### src/rtl/ldev_cfg_pkg.sv
package ldev_cfg_pkg;
  localparam int DATA_W = 8;
  localparam int ADDR_W = 16;
  localparam int WIN_W  = 3;
  localparam int LVL_W  = 4;
  localparam int IRQ_N  = 1 << LVL_W;
  localparam int SNAP_W = 8;
  localparam int BHI_W  = ADDR_W - DATA_W;
  localparam int BLO_W  = DATA_W - WIN_W;

  localparam logic [DATA_W-1:0] IDX_ACT     = 8'h30;
  localparam logic [DATA_W-1:0] IDX_RCHK    = 8'h31;
  localparam logic [DATA_W-1:0] IDX_BASE_HI = 8'h60;
  localparam logic [DATA_W-1:0] IDX_BASE_LO = 8'h61;
  localparam logic [DATA_W-1:0] IDX_IRQ_LVL = 8'h70;
  localparam logic [DATA_W-1:0] IDX_IRQ_TYP = 8'h71;
  localparam logic [DATA_W-1:0] IDX_VCTL    = 8'hF1;
  localparam logic [DATA_W-1:0] IDX_VSNAP   = 8'hF2;

  localparam logic [DATA_W-1:0] IRQ_TYPE_VAL = 8'h02;
  localparam logic [DATA_W-1:0] PAT_SET      = 8'h55;
  localparam logic [DATA_W-1:0] PAT_CLR      = 8'hAA;
endpackage

### src/rtl/ldev_cfg_regs.sv
module ldev_cfg_regs
  import ldev_cfg_pkg::*;
(
  input  logic                    clk_i,
  input  logic                    rst_ni,
  input  logic                    idx_wr_i,
  input  logic                    dat_wr_i,
  input  logic [DATA_W-1:0]       wdata_i,
  input  logic [SNAP_W-1:0]       irq_lines_i,
  output logic [DATA_W-1:0]       idx_o,
  output logic [DATA_W-1:0]       rdata_o,
  output logic                    act_o,
  output logic                    rc_en_o,
  output logic                    rc_sel_o,
  output logic [ADDR_W-1:WIN_W]   base_o,
  output logic [LVL_W-1:0]        lvl_o,
  output logic                    pull_o,
  output logic [SNAP_W-1:0]       snap_o
);
  logic [DATA_W-1:0] idx_q;
  logic              act_q, rc_en_q, rc_sel_q, pull_q;
  logic [BHI_W-1:0]  bhi_q;
  logic [BLO_W-1:0]  blo_q;
  logic [LVL_W-1:0]  lvl_q;
  logic [SNAP_W-1:0] snap_q;

  always_ff @(posedge clk_i or negedge rst_ni) begin
    if (!rst_ni) begin
      idx_q    <= '0;
      act_q    <= 1'b0;
      rc_en_q  <= 1'b0;
      rc_sel_q <= 1'b0;
      bhi_q    <= '0;
      blo_q    <= '0;
      lvl_q    <= '0;
      pull_q   <= 1'b0;
      snap_q   <= '0;
    end else begin
      if (idx_wr_i) idx_q <= wdata_i;
      if (dat_wr_i) begin
        case (idx_q)
          IDX_ACT:     act_q <= wdata_i[0];
          IDX_RCHK: begin
            rc_en_q  <= wdata_i[1];
            rc_sel_q <= wdata_i[0];
          end
          IDX_BASE_HI: bhi_q <= wdata_i;
          IDX_BASE_LO: blo_q <= wdata_i[DATA_W-1:WIN_W];
          IDX_IRQ_LVL: lvl_q <= wdata_i[LVL_W-1:0];
          IDX_VCTL: begin
            pull_q <= wdata_i[1];
            if (wdata_i[0]) snap_q <= irq_lines_i;
          end
          default: ;
        endcase
      end
    end
  end

  always_comb begin
    rdata_o = '0;
    case (idx_q)
      IDX_ACT:     rdata_o[0] = act_q;
      IDX_RCHK:    rdata_o[1:0] = {rc_en_q, rc_sel_q};
      IDX_BASE_HI: rdata_o = bhi_q;
      IDX_BASE_LO: rdata_o = {blo_q, {WIN_W{1'b0}}};
      IDX_IRQ_LVL: rdata_o[LVL_W-1:0] = lvl_q;
      IDX_IRQ_TYP: rdata_o = IRQ_TYPE_VAL;
      IDX_VCTL:    rdata_o[1] = pull_q;  // capture bit self-clears
      IDX_VSNAP:   rdata_o = snap_q;
      default:     rdata_o = '0;
    endcase
  end

  assign idx_o    = idx_q;
  assign act_o    = act_q;
  assign rc_en_o  = rc_en_q;
  assign rc_sel_o = rc_sel_q;
  assign base_o   = {bhi_q, blo_q};
  assign lvl_o    = lvl_q;
  assign pull_o   = pull_q;
  assign snap_o   = snap_q;
endmodule

### src/rtl/ldev_cfg_decode.sv
module ldev_cfg_decode
  import ldev_cfg_pkg::*;
(
  input  logic                  act_i,
  input  logic                  rc_en_i,
  input  logic                  rc_sel_i,
  input  logic [ADDR_W-1:WIN_W] base_i,
  input  logic [ADDR_W-1:0]     io_addr_i,
  input  logic                  io_rd_i,
  input  logic                  io_wr_i,
  output logic                  cs_o,
  output logic [WIN_W-1:0]      ofs_o,
  output logic [DATA_W-1:0]     rdata_o,
  output logic                  oe_o
);
  logic hit, rc_live;

  assign hit     = (io_addr_i[ADDR_W-1:WIN_W] == base_i);
  // range check only answers for a disabled device
  assign rc_live = rc_en_i && !act_i;

  assign cs_o    = hit && act_i && (io_rd_i || io_wr_i);
  assign ofs_o   = cs_o ? io_addr_i[WIN_W-1:0] : '0;
  assign oe_o    = hit && rc_live && io_rd_i;
  assign rdata_o = !oe_o ? '0 : (rc_sel_i ? PAT_SET : PAT_CLR);
endmodule

### src/rtl/ldev_cfg_irq.sv
module ldev_cfg_irq
  import ldev_cfg_pkg::*;
(
  input  logic             act_i,
  input  logic [LVL_W-1:0] lvl_i,
  input  logic             dev_irq_i,
  output logic [IRQ_N-1:0] irq_o
);
  logic en;
  assign en = act_i && dev_irq_i;

  for (genvar g = 0; g < IRQ_N; g++) begin : g_line
    if (g == 0) begin : g_none
      assign irq_o[g] = 1'b0;  // level 0 = unassigned
    end else begin : g_sel
      assign irq_o[g] = en && (lvl_i == LVL_W'(g));
    end
  end
endmodule

### src/rtl/ldev_cfg.sv
module ldev_cfg
  import ldev_cfg_pkg::*;
(
  input  logic              clk_i,
  input  logic              rst_ni,
  input  logic              cfg_idx_wr_i,
  input  logic              cfg_dat_wr_i,
  input  logic [DATA_W-1:0] cfg_wdata_i,
  output logic [DATA_W-1:0] cfg_rdata_o,
  input  logic [ADDR_W-1:0] io_addr_i,
  input  logic              io_rd_i,
  input  logic              io_wr_i,
  output logic [DATA_W-1:0] io_rdata_o,
  output logic              io_rdata_oe_o,
  output logic              dev_cs_o,
  output logic [WIN_W-1:0]  dev_ofs_o,
  input  logic [SNAP_W-1:0] irq_lines_i,
  output logic              pull_low_o,
  input  logic              dev_irq_i,
  output logic [IRQ_N-1:0]  irq_o
);
  logic [DATA_W-1:0]     cfg_idx;
  logic                  act_q, rc_en_q, rc_sel_q;
  logic [ADDR_W-1:WIN_W] base_q;
  logic [LVL_W-1:0]      lvl_q;
  logic [SNAP_W-1:0]     snap_q;

  ldev_cfg_regs i_regs (
    .clk_i       (clk_i),
    .rst_ni      (rst_ni),
    .idx_wr_i    (cfg_idx_wr_i),
    .dat_wr_i    (cfg_dat_wr_i),
    .wdata_i     (cfg_wdata_i),
    .irq_lines_i (irq_lines_i),
    .idx_o       (cfg_idx),
    .rdata_o     (cfg_rdata_o),
    .act_o       (act_q),
    .rc_en_o     (rc_en_q),
    .rc_sel_o    (rc_sel_q),
    .base_o      (base_q),
    .lvl_o       (lvl_q),
    .pull_o      (pull_low_o),
    .snap_o      (snap_q)
  );

  ldev_cfg_decode i_decode (
    .act_i     (act_q),
    .rc_en_i   (rc_en_q),
    .rc_sel_i  (rc_sel_q),
    .base_i    (base_q),
    .io_addr_i (io_addr_i),
    .io_rd_i   (io_rd_i),
    .io_wr_i   (io_wr_i),
    .cs_o      (dev_cs_o),
    .ofs_o     (dev_ofs_o),
    .rdata_o   (io_rdata_o),
    .oe_o      (io_rdata_oe_o)
  );

  ldev_cfg_irq i_irq (
    .act_i     (act_q),
    .lvl_i     (lvl_q),
    .dev_irq_i (dev_irq_i),
    .irq_o     (irq_o)
  );
endmodule

### config.mk
export PLATFORM = sky130hd
export DESIGN_NAME = ldev_cfg
export DESIGN_NICKNAME = d
export VERILOG_FILES = /design/src/rtl/ldev_cfg_pkg.sv /design/src/rtl/ldev_cfg_regs.sv /design/src/rtl/ldev_cfg_decode.sv /design/src/rtl/ldev_cfg_irq.sv /design/src/rtl/ldev_cfg.sv
export SDC_FILE = /design/constraint.sdc
export NUM_CORES = 1
export LEC_CHECK = 0
export CAP_MARGIN = 20
export CORE_ASPECT_RATIO = 1.2
export CORE_MARGIN = 2
export CORE_UTILIZATION = 60
export DETAILED_ROUTE_END_ITERATION = 6
export DONT_BUFFER_PORTS = 1
export HOLD_SLACK_MARGIN = 0.06
export PLACE_DENSITY = 0.77
export SETUP_SLACK_MARGIN = 0.2
export SKIP_CTS_REPAIR_TIMING = 1
export SLEW_MARGIN = 20
export SYNTH_ARGS = -nofsm -noshare
export SYNTH_HDL_FRONTEND = slang
export SYNTH_HIERARCHICAL = 1
export SYNTH_SLANG_ARGS = --single-unit
### constraint.sdc
create_clock -name clk_i -period 3.03 [get_ports clk_i]
set_clock_uncertainty 0.2 [all_clocks]
set_input_delay 0.909 -clock clk_i [delete_from_list [all_inputs] [get_ports clk_i]]
set_output_delay 0.909 -clock clk_i [all_outputs]
set_load 0.01 [all_outputs]
; ---- After elaboration in Yosys (flattened, before gate mapping)
; Cells that the tools add are included.
[classes]
n_eq_ne = 24
mux = 7
n_reduce_logical = 30
[ops]
columns = operator, count
row1 = "4-bit == test, second input constant", 8
row2 = "8-bit by 7-bit == test with 1-bit output, second input constant", 4
row3 = 1-bit logical AND, 21
row4 = "4-bit by 3-bit == test with 1-bit output, second input constant", 4
row5 = "8-bit by 6-bit == test with 1-bit output, second input constant", 2
row6 = "8-bit == test, second input constant", 2
row7 = 8-bit two-way mux, 2
row8 = 13-bit == test, 1
row9 = 4-bit one-hot mux with 3 select lines, 1
row10 = 2-bit AND reduction, 6
row11 = "4-bit by 2-bit == test with 1-bit output, second input constant", 2
row12 = 2-bit one-hot mux with 4 select lines, 1
row13 = 1-bit one-hot mux with 6 select lines, 1
row14 = 1-bit one-hot mux with 5 select lines, 1
row15 = "4-bit by 1-bit == test with 1-bit output, second input constant", 1
row16 = 3-bit two-way mux, 1
row17 = 3-bit AND reduction, 1
row18 = 1-bit logical NOT, 1
row19 = 1-bit logical OR, 1
[totals]
ff_bits = 37
in_bits = 39
output_inout_bits = 38
elab_cells = 70

; ---- Depth between registers and ports, before layout
; Gate-level depths: netlist of run 1.
[logic_depth]
word_depth = 5
mapped_depth = 5
depth_no_buf = 4

; ---- By module
; Netlist of run 1, hierarchy kept.
[modules_own_cells]
columns = module, n_inst, cells_per_inst, area_each_um2, seq_area_each_um2
row1 = ldev_cfg_regs, 1, 119, 1675.4, 925.9
row2 = ldev_cfg_decode, 1, 38, 330.3, 0.0
row3 = ldev_cfg_irq, 1, 24, 143.9, 0.0

; ---- Worst setup path before layout of run 1
; No wires, ideal clock.
[synth_timing]
path_kind = input port to output port
startpoint = in io_addr_i[9]
endpoint = out io_rdata_o[2]
arrival_time_ps = 2154
required_time_ps = 1921
slack_ps = -233
stages = 4
n_path_buf = 1
path_cell_list = xnor2_1 > nand4_2 > nor4_1 > buf_4
[synth_via]
elab_chain_cells = 4
[synth_rtl]
columns = element, line
row1 = start: declaration, ldev_cfg.sv:10  ; input logic [ADDR_W-1:0] io_addr_i,
row2 = 13-bit == test, ldev_cfg_decode.sv:18  ; assign hit = (io_addr_i[ADDR_W-1:WIN_W] == base_i);
row3 = 1-bit logical AND (2 in series), ldev_cfg_decode.sv:24  ; assign oe_o = hit && rc_live && io_rd_i;
row4 = 8-bit two-way mux, ldev_cfg_decode.sv:25  ; assign rdata_o = !oe_o ? '0 : (rc_sel_i ? PAT_SET : PAT_CLR);
row5 = end: declaration, ldev_cfg.sv:13  ; output logic [DATA_W-1:0] io_rdata_o,
; No other way between the ends.

; ---- Worst setup path after layout of run 1
[layout_timing]
startpoint = in io_addr_i[10]
endpoint = out dev_ofs_o[0]
[layout_via]
elab_chain_cells = 4
[layout_rtl]
columns = element, line
row1 = 13-bit == test, ldev_cfg_decode.sv:18
row2 = 1-bit logical AND (2 in series), ldev_cfg_decode.sv:22  ; assign cs_o = hit && act_i && (io_rd_i || io_wr_i);
row3 = 3-bit two-way mux, ldev_cfg_decode.sv:23  ; assign ofs_o = cs_o ? io_addr_i[WIN_W-1:0] : '0;
row4 = end: declaration, ldev_cfg.sv:16  ; output logic [WIN_W-1:0] dev_ofs_o,
; No other way between the ends.

==> qor.yml, run 1 <==
outcome: "complete, but fails checks"
violations: "design-rule violations"
ant_nets: 0
yosysWarnings: 6
cts_buffers: 5
synth_compound_area_share_pct: 6.29
crit_fanout: 5
hpwl_um: 3660
grt_max_degree: 38
die_h_um: 69.6
synth-adder-area-share_pct: 0
synth_ff_type: "dfrtp_1"
synth_top_area_cell: "dfrtp_1"
static-leakage-power_nw: 1.11
syn_inst: 181
synth_top_area_share_pct: 43.1
cts_tree: "done"
yosys.area_share.simple_pct: 20.0
num_vias: 1621
drive_gt1_share_pct: 50.3
reg2reg_depth: 4
layout_commonest_cell: "mux2_2"
core_um2: 3400
antennaDiodeCount: 0
ys_async_sr_fraction_pct: 100
synth_fp_nets: 220
clk_pin_slew_worst_paths_ns: 0.07
synthXorXnorAreaFrac_pct: 7.04
max_freq_mhz: 343
arrival_ns: 1.81
syn-cell-area_um2: 2150
via_per_inst: 7.05
grt_util_met3_pct: 7.46
synthTopCellsByArea: "dfrtp_1, mux2_2, xnor2_2, xnor2_1, nor4_1"
first_pass_iters: 7
setup_violations: 0
grtUsageTotal_pct: 24.3
crit_type: "input pin to output port"
synth.ff_latch_count: 37
period_share_pct: 96.2
clockBufferDepth: 2
dieWidth_um: 58.6
routabilityCongestion: 0.869
holdWs_ns: 0.101
synth_edf_count: 0
drtIter0Drc: 123
cp_data_required_time_ns: 1.92
htreeDepth: 2
ys_seq_area_share_pct: 43.1
ir_drop_uv: 339
r2r_start: "i_regs/idx_o[1]"
n_fill_cell: 205
grt_pass1_vias: 1557
cts_root_buf: "clkbuf_8"
busiest_layer: "met2"
synthMuxAreaShare_pct: 19.4
overflow: 0
area.growth.synth_to_final_pct: 23.1
pin_count: 77
post_synth_num_cell_types: 36
power.total_w: 0.00112
port_buffers: 0
grt_pass1_wl_um: 7500
antenna_found_initial: 0
start_util_pct: 63.3
r2r_setup_slack_ns: 1.08
nets: 231
rsz0062_at_grt: "yes"
period_minus_slack_ns: 2.91
cp-start-kind: "input pin"
slew_headroom_pct: 63.7
slew_viol_final: 0
use_met2_pct: 39.8
wl_um: 5380
avgSynthCellArea_um2: 11.9
rows: 23
r2r-end: "i_regs/snap_o[7]"
mostFrequentLayoutCells: "mux2_2, dfrtp_1, xnor2_4, buf_4, nor2_1"
routedWlPerCell_um: 23.4
power_density_nw_per_um2: 425
clock-sinks: 37
die-area_um2: 4080
hold_viol: 0
tns_ns: 0
grt.met1_usage_pct: 29.8
hp-class: "input pin to async pin"
clk_latency_ns: 0.29
synth_top_family_by_area: "simple AND/OR/NAND/NOR gates"
critPathCaptureType: "output port"
maxCapViolations: 0
drc: 10
worst_pin_slew_ns: 0.540
## critical path, stage by stage
cell and delay (ns):
xnor2_4 0.17, buf_4 0.15, nand4_1 0.10, nor4_2 0.30
buf_4 0.17
## sequential cells by signal (all words and copies together) (netlist names)
name             count
i_regs/act_o         1
i_regs/rc_en_o       1
i_regs/bhi_q         8
i_regs/pull_o        1
i_regs/rc_sel_o      1
i_regs/blo_q         5
i_regs/idx_o         8
i_regs/lvl_o         4
i_regs/snap_o        8
## worst max-delay path by stage
stage | start | endpoint | cells after the start
global route | io_addr_i[10] | dev_ofs_o[0] | 5
floorplan | io_addr_i[10] | io_rdata_o[3] | 4
detailed placement | io_addr_i[5] | dev_cs_o | 4
global placement | io_addr_i[5] | dev_cs_o | 4
finish | io_addr_i[10] | dev_ofs_o[0] | 5
CTS | io_addr_i[5] | dev_cs_o | 4
## metal layers
layer  routed length, µm  up-vias
met2                2800      116
met4                 112        0
met1                1950      791
met3                 516       13
li1                    -      701
met5                   0        -
## logic make-up (layout without fill, tap and decap cells)
group / after synthesis / in the layout
muxes: 37 / 37
DFF: 37 / 37
other: 1 / 1
and+or+nand+nor: 60 / 60
buffers and inverters: 16 / 28
AOI/OAI and AO/OA: 17 / 17
xor gates and xnor gates: 13 / 13
## cells in the mapped netlist, types with 2 or more instances
master    instances
nand2b_4          2
o21ai_0           3
a22oi_1           4
xnor2_1           8
mux2_2           37
dfrtp_1          37
nand4_1           5
nand4_2           3
nand3_1           8
xnor2_2           5
buf_4             7
a22o_1            2
a222oi_1          5
nor2_1           10
inv_1             5
nand4b_1          3
clkbuf_1          4
nor3_1            4
and2_1            2
nor4_1            9
nand2_1           3
## per-stage QoR
stage | cells | cell area [µm²] | setup WS, ns | util (%)
after floorplan | 181 | 2240 | 0.0704 | -
after global placement | 217 | 2290 | 0.0833 | 67.6
after detailed placement | 217 | 2290 | 0.0217 | 67.6
after CTS | 225 | 2380 | 0.0191 | 70.0
after global routing | 230 | 2650 | 0.0715 | 77.9
final | 230 | 2650 | 0.115 | 77.9
## report_power, final
group | internal [W] | total (W) | switching (W)
logic | 0.000121 | 0.000189 | 0.0000685
clock network | 0.000159 | 0.000327 | 0.000168
registers | 0.000533 | 0.000607 | 0.0000739
total | 0.000813 | 0.00112 | 0.000310
## final cells by class
type | count | area [µm²] | share of cell area [%]
tap | 37 | 46.3 | 1.75
timing repair buffer | 15 | 124 | 4.68
inverter | 5 | 18.8 | 0.710
sequential | 37 | 927 | 35.1
clock inverter | 2 | 10.0 | 0.378
clock buffer | 6 | 72.6 | 2.74
multi-input combinational | 128 | 1450 | 54.7
(Power assumes the default switching activity.)
==> inputs of run 2 (changes only) <==
--- a/config.mk
+++ b/config.mk
@@ -5,6 +5,7 @@
 export SDC_FILE = /design/constraint.sdc
 export NUM_CORES = 1
 export LEC_CHECK = 0
+export ABC_AREA = 1
 export CAP_MARGIN = 20
 export CORE_ASPECT_RATIO = 1.2
 export CORE_MARGIN = 2
==> run 2 against run 1 <==
  * The flow now finishes without violations
  * First-iteration DRC count shrank 30%
  * Maximum frequency increased by 1.8%
  * Wire length fell by 6.4%
  * Area after synthesis grew 12%
  * Flip-flop and latch count stayed put
  * Non-clock buffer count shrank 13
  * Largest cell class unchanged
==> qor.yml, run 2 <==
drtIter0Drc: 86  # was 123
static-leakage-power_nw: 1.31  # was 1.11 nW
synth_fp_nets: 386  # was 220
synthMuxAreaShare_pct: 0.466  # was 19.4%
slew_headroom_pct: 62.0  # was 63.7%
drc: 0  # was 10
hold_viol: 0  # unchanged
postLayoutCellArea_um2: 2610  # was 2650 µm²
port_buffers: 0  # unchanged
grtUsageTotal_pct: 23.9  # was 24.3%
maxCapViolations: 0  # unchanged
syn-cell-area_um2: 2410  # was 2150 µm²
period_share_pct: 94.5  # was 96.2%
critPathCaptureType: "output port"  # unchanged
power.total_w: 0.00118  # was 0.00112 W
avgSynthCellArea_um2: 6.96  # was 11.9 µm²
period_minus_slack_ns: 2.86  # was 2.91 ns
overflow: 0  # unchanged
clock-sinks: 37  # unchanged
grt_pass1_wl_um: 7940  # was 7500 µm
syn_inst: 347  # was 181
synthTopCellsByArea: "dfrtp_1, nand2_1, inv_1, nor2_1, o21ai_0"  # was dfrtp_1, mux2_2, xnor2_2, xnor2_1, nor4_1
ys_seq_area_share_pct: 38.3  # was 43.1%
holdWs_ns: 0.116  # was 0.101 ns
synth_top_area_cell: "dfrtp_1"  # unchanged
placed_area_um2: 2440  # was 2290 µm²
post_synth_num_cell_types: 25  # was 36
yosysMostFrequentCell: "nand2_1"
pin_count: 77  # unchanged
power_density_nw_per_um2: 453  # was 425 nW/µm²
core_um2: 3910  # was 3400 µm²
slew_viol_final: 0  # unchanged
synth_top_area_share_pct: 38.3  # was 43.1%
drive_gt1_share_pct: 15.6  # was 50.3%
n_fill_cell: 357  # was 205
synthTopCellsByCount: "nand2_1, inv_1, nor2_1"  # was dfrtp_1, mux2_2, nor2_1
die-area_um2: 4550  # was 4080 µm²
synth.ff_latch_count: 37  # unchanged
cts_tree: "done"  # unchanged
clk_pin_slew_worst_paths_ns: 0.06  # was 0.07 ns
arrival_ns: 1.76  # was 1.81 ns
multi_input_area_um2: 1260  # was 1450 µm²
antenna_found_initial: 0  # unchanged
first_pass_iters: 5  # was 7
routedWlPerCell_um: 12.6  # was 23.4 µm
via_per_inst: 5.14  # was 7.05
hp-class: "input pin to async pin"  # unchanged
grt_pass1_vias: 1798  # was 1557
worst_pin_slew_ns: 0.569  # was 0.540 ns
mostFrequentLayoutCells: "nand2_1, inv_1, dfrtp_1, nor2_1, o21ai_0"  # was mux2_2, dfrtp_1, xnor2_4, buf_4, nor2_1
ir_drop_uv: 299  # was 339 µV
yosysWarnings: 6  # unchanged
htreeDepth: 2  # unchanged
wl_um: 5040  # was 5380 µm
die_h_um: 73.5  # was 69.6 µm
cts_root_buf: "clkbuf_8"  # unchanged
synth_compound_area_share_pct: 10.7  # was 6.29%
synth_edf_count: 0  # unchanged
synth-adder-area-share_pct: 0  # unchanged
ys_async_sr_fraction_pct: 100  # unchanged
crit_type: "input pin to output port"  # unchanged
ant_nets: 0  # unchanged
num_vias: 2055  # was 1621
crit_fanout: 4  # was 5
synth_ff_type: "dfrtp_1"  # unchanged
cts_buffers: 5  # unchanged
tns_ns: 0  # unchanged
routabilityCongestion: 0.925  # was 0.869
yosys.area_share.simple_pct: 36.4  # was 20.0%
nets: 384  # was 231
synthXorXnorAreaFrac_pct: 1.09  # was 7.04%
rsz0062_at_grt: "yes"  # unchanged
layout_commonest_cell: "nand2_1"  # was mux2_2
layout.area.seq_um2: 926  # was 927 µm²
start_util_pct: 61.8  # was 63.3%
cp_data_required_time_ns: 1.92  # about the same
clk_latency_ns: 0.28  # was 0.29 ns
clockBufferDepth: 2  # unchanged
area.growth.synth_to_final_pct: 7.93  # was 23.1%
grt_max_degree: 38  # unchanged
fin_util_pct: 66.7  # was 77.9%
outcome: "finished, final reports clean"  # was complete, but fails checks
antennaDiodeCount: 0  # unchanged
rows: 25  # was 23
max_freq_mhz: 349  # was 343 MHz
hpwl_um: 3910  # was 3660 µm
setup_violations: 0  # unchanged
synth_top_family_by_area: "simple AND/OR/NAND/NOR gates"  # unchanged
cp-start-kind: "input pin"  # unchanged
dieWidth_um: 61.9  # was 58.6 µm
-- run 2: cell types whose count changed after synthesis, moves of 7 or more --
cell	change
nand2_1	+104
inv_1	+55
mux2_2	-36
nor2_1	+31
o21ai_0	+25
nand3_1	+11
nor4_1	-9
o21ai_2	+8
nor2_4	+7
-- run 2: metrics by stage --
stage	worst slack, ns	cells
after floorplan	0.169	347
after global placement	0.172	392
after detailed placement	0.166	392
after CTS	0.164	400
after global routing	0.0866	400
final	0.166	400
-- run 2: power by group --
group / total [W] / switching [W] / leakage (nW) / internal, W
combinational: 0.000234 / 0.000150 / 0.801 / 0.0000836
clock: 0.000314 / 0.000151 / 0.0395 / 0.000163
sequential: 0.000632 / 0.0000707 / 0.468 / 0.000561
total: 0.00118 / 0.000372 / 1.31 / 0.000808
-- run 2: cell families (layout without fill, tap and decap cells) --
logic type	Yosys count	after routing
and+or+nand+nor	190	190
muxes	1	1
buffers and inverters	72	71
other	1	1
DFF	37	37
AOI/OAI and AO/OA	43	43
xor gates and xnor gates	3	3
-- run 2: routing by layer --
metal	GRT usage (%)	vias to the layer above	share of wire, %
li1	-	1048	-
met1	29.7	914	41
met2	38.0	83	49
met3	7.57	10	7.9
met4	9.93	0	2.1
met5	0	-	0
-- run 2: critical path: stages --
cell and delay [ns]:
nand2_8 0.04, clkinv_4 0.05, nor2_2 0.03, nor2_2 0.12, nand2_2 0.08, nor2_4 0.14, nand3_4 0.12, nor2_4 0.14
buf_12 0.13
-- run 2: final cells by class --
cell class                      count  share of cell area [%]
Multi-Input combinational cell    238                    48.3
Timing Repair Buffer                2                    1.54
Tap cell                           54                    2.59
Inverter                           61                    8.98
Sequential cell                    37                    35.5
Clock buffer                        8                    3.07
-- run 2: path summary, 6_finish.rpt --
check                                  from               end  slack (ns)  cells past startpoint
max                           io_addr_i[14]     io_rdata_o[4]        0.17                      9
min                                  rst_ni   i_regs/idx_o[7]        0.12                      0
max reg2reg                 i_regs/idx_o[0]   i_regs/bhi_q[4]        1.39                      7
min reg2reg                i_regs/snap_o[0]  i_regs/snap_o[0]        0.29                      2
max in group asynchronous            rst_ni   i_regs/lvl_o[0]        2.44                      0
min in group clk_i         i_regs/snap_o[0]  i_regs/snap_o[0]        0.29                      2
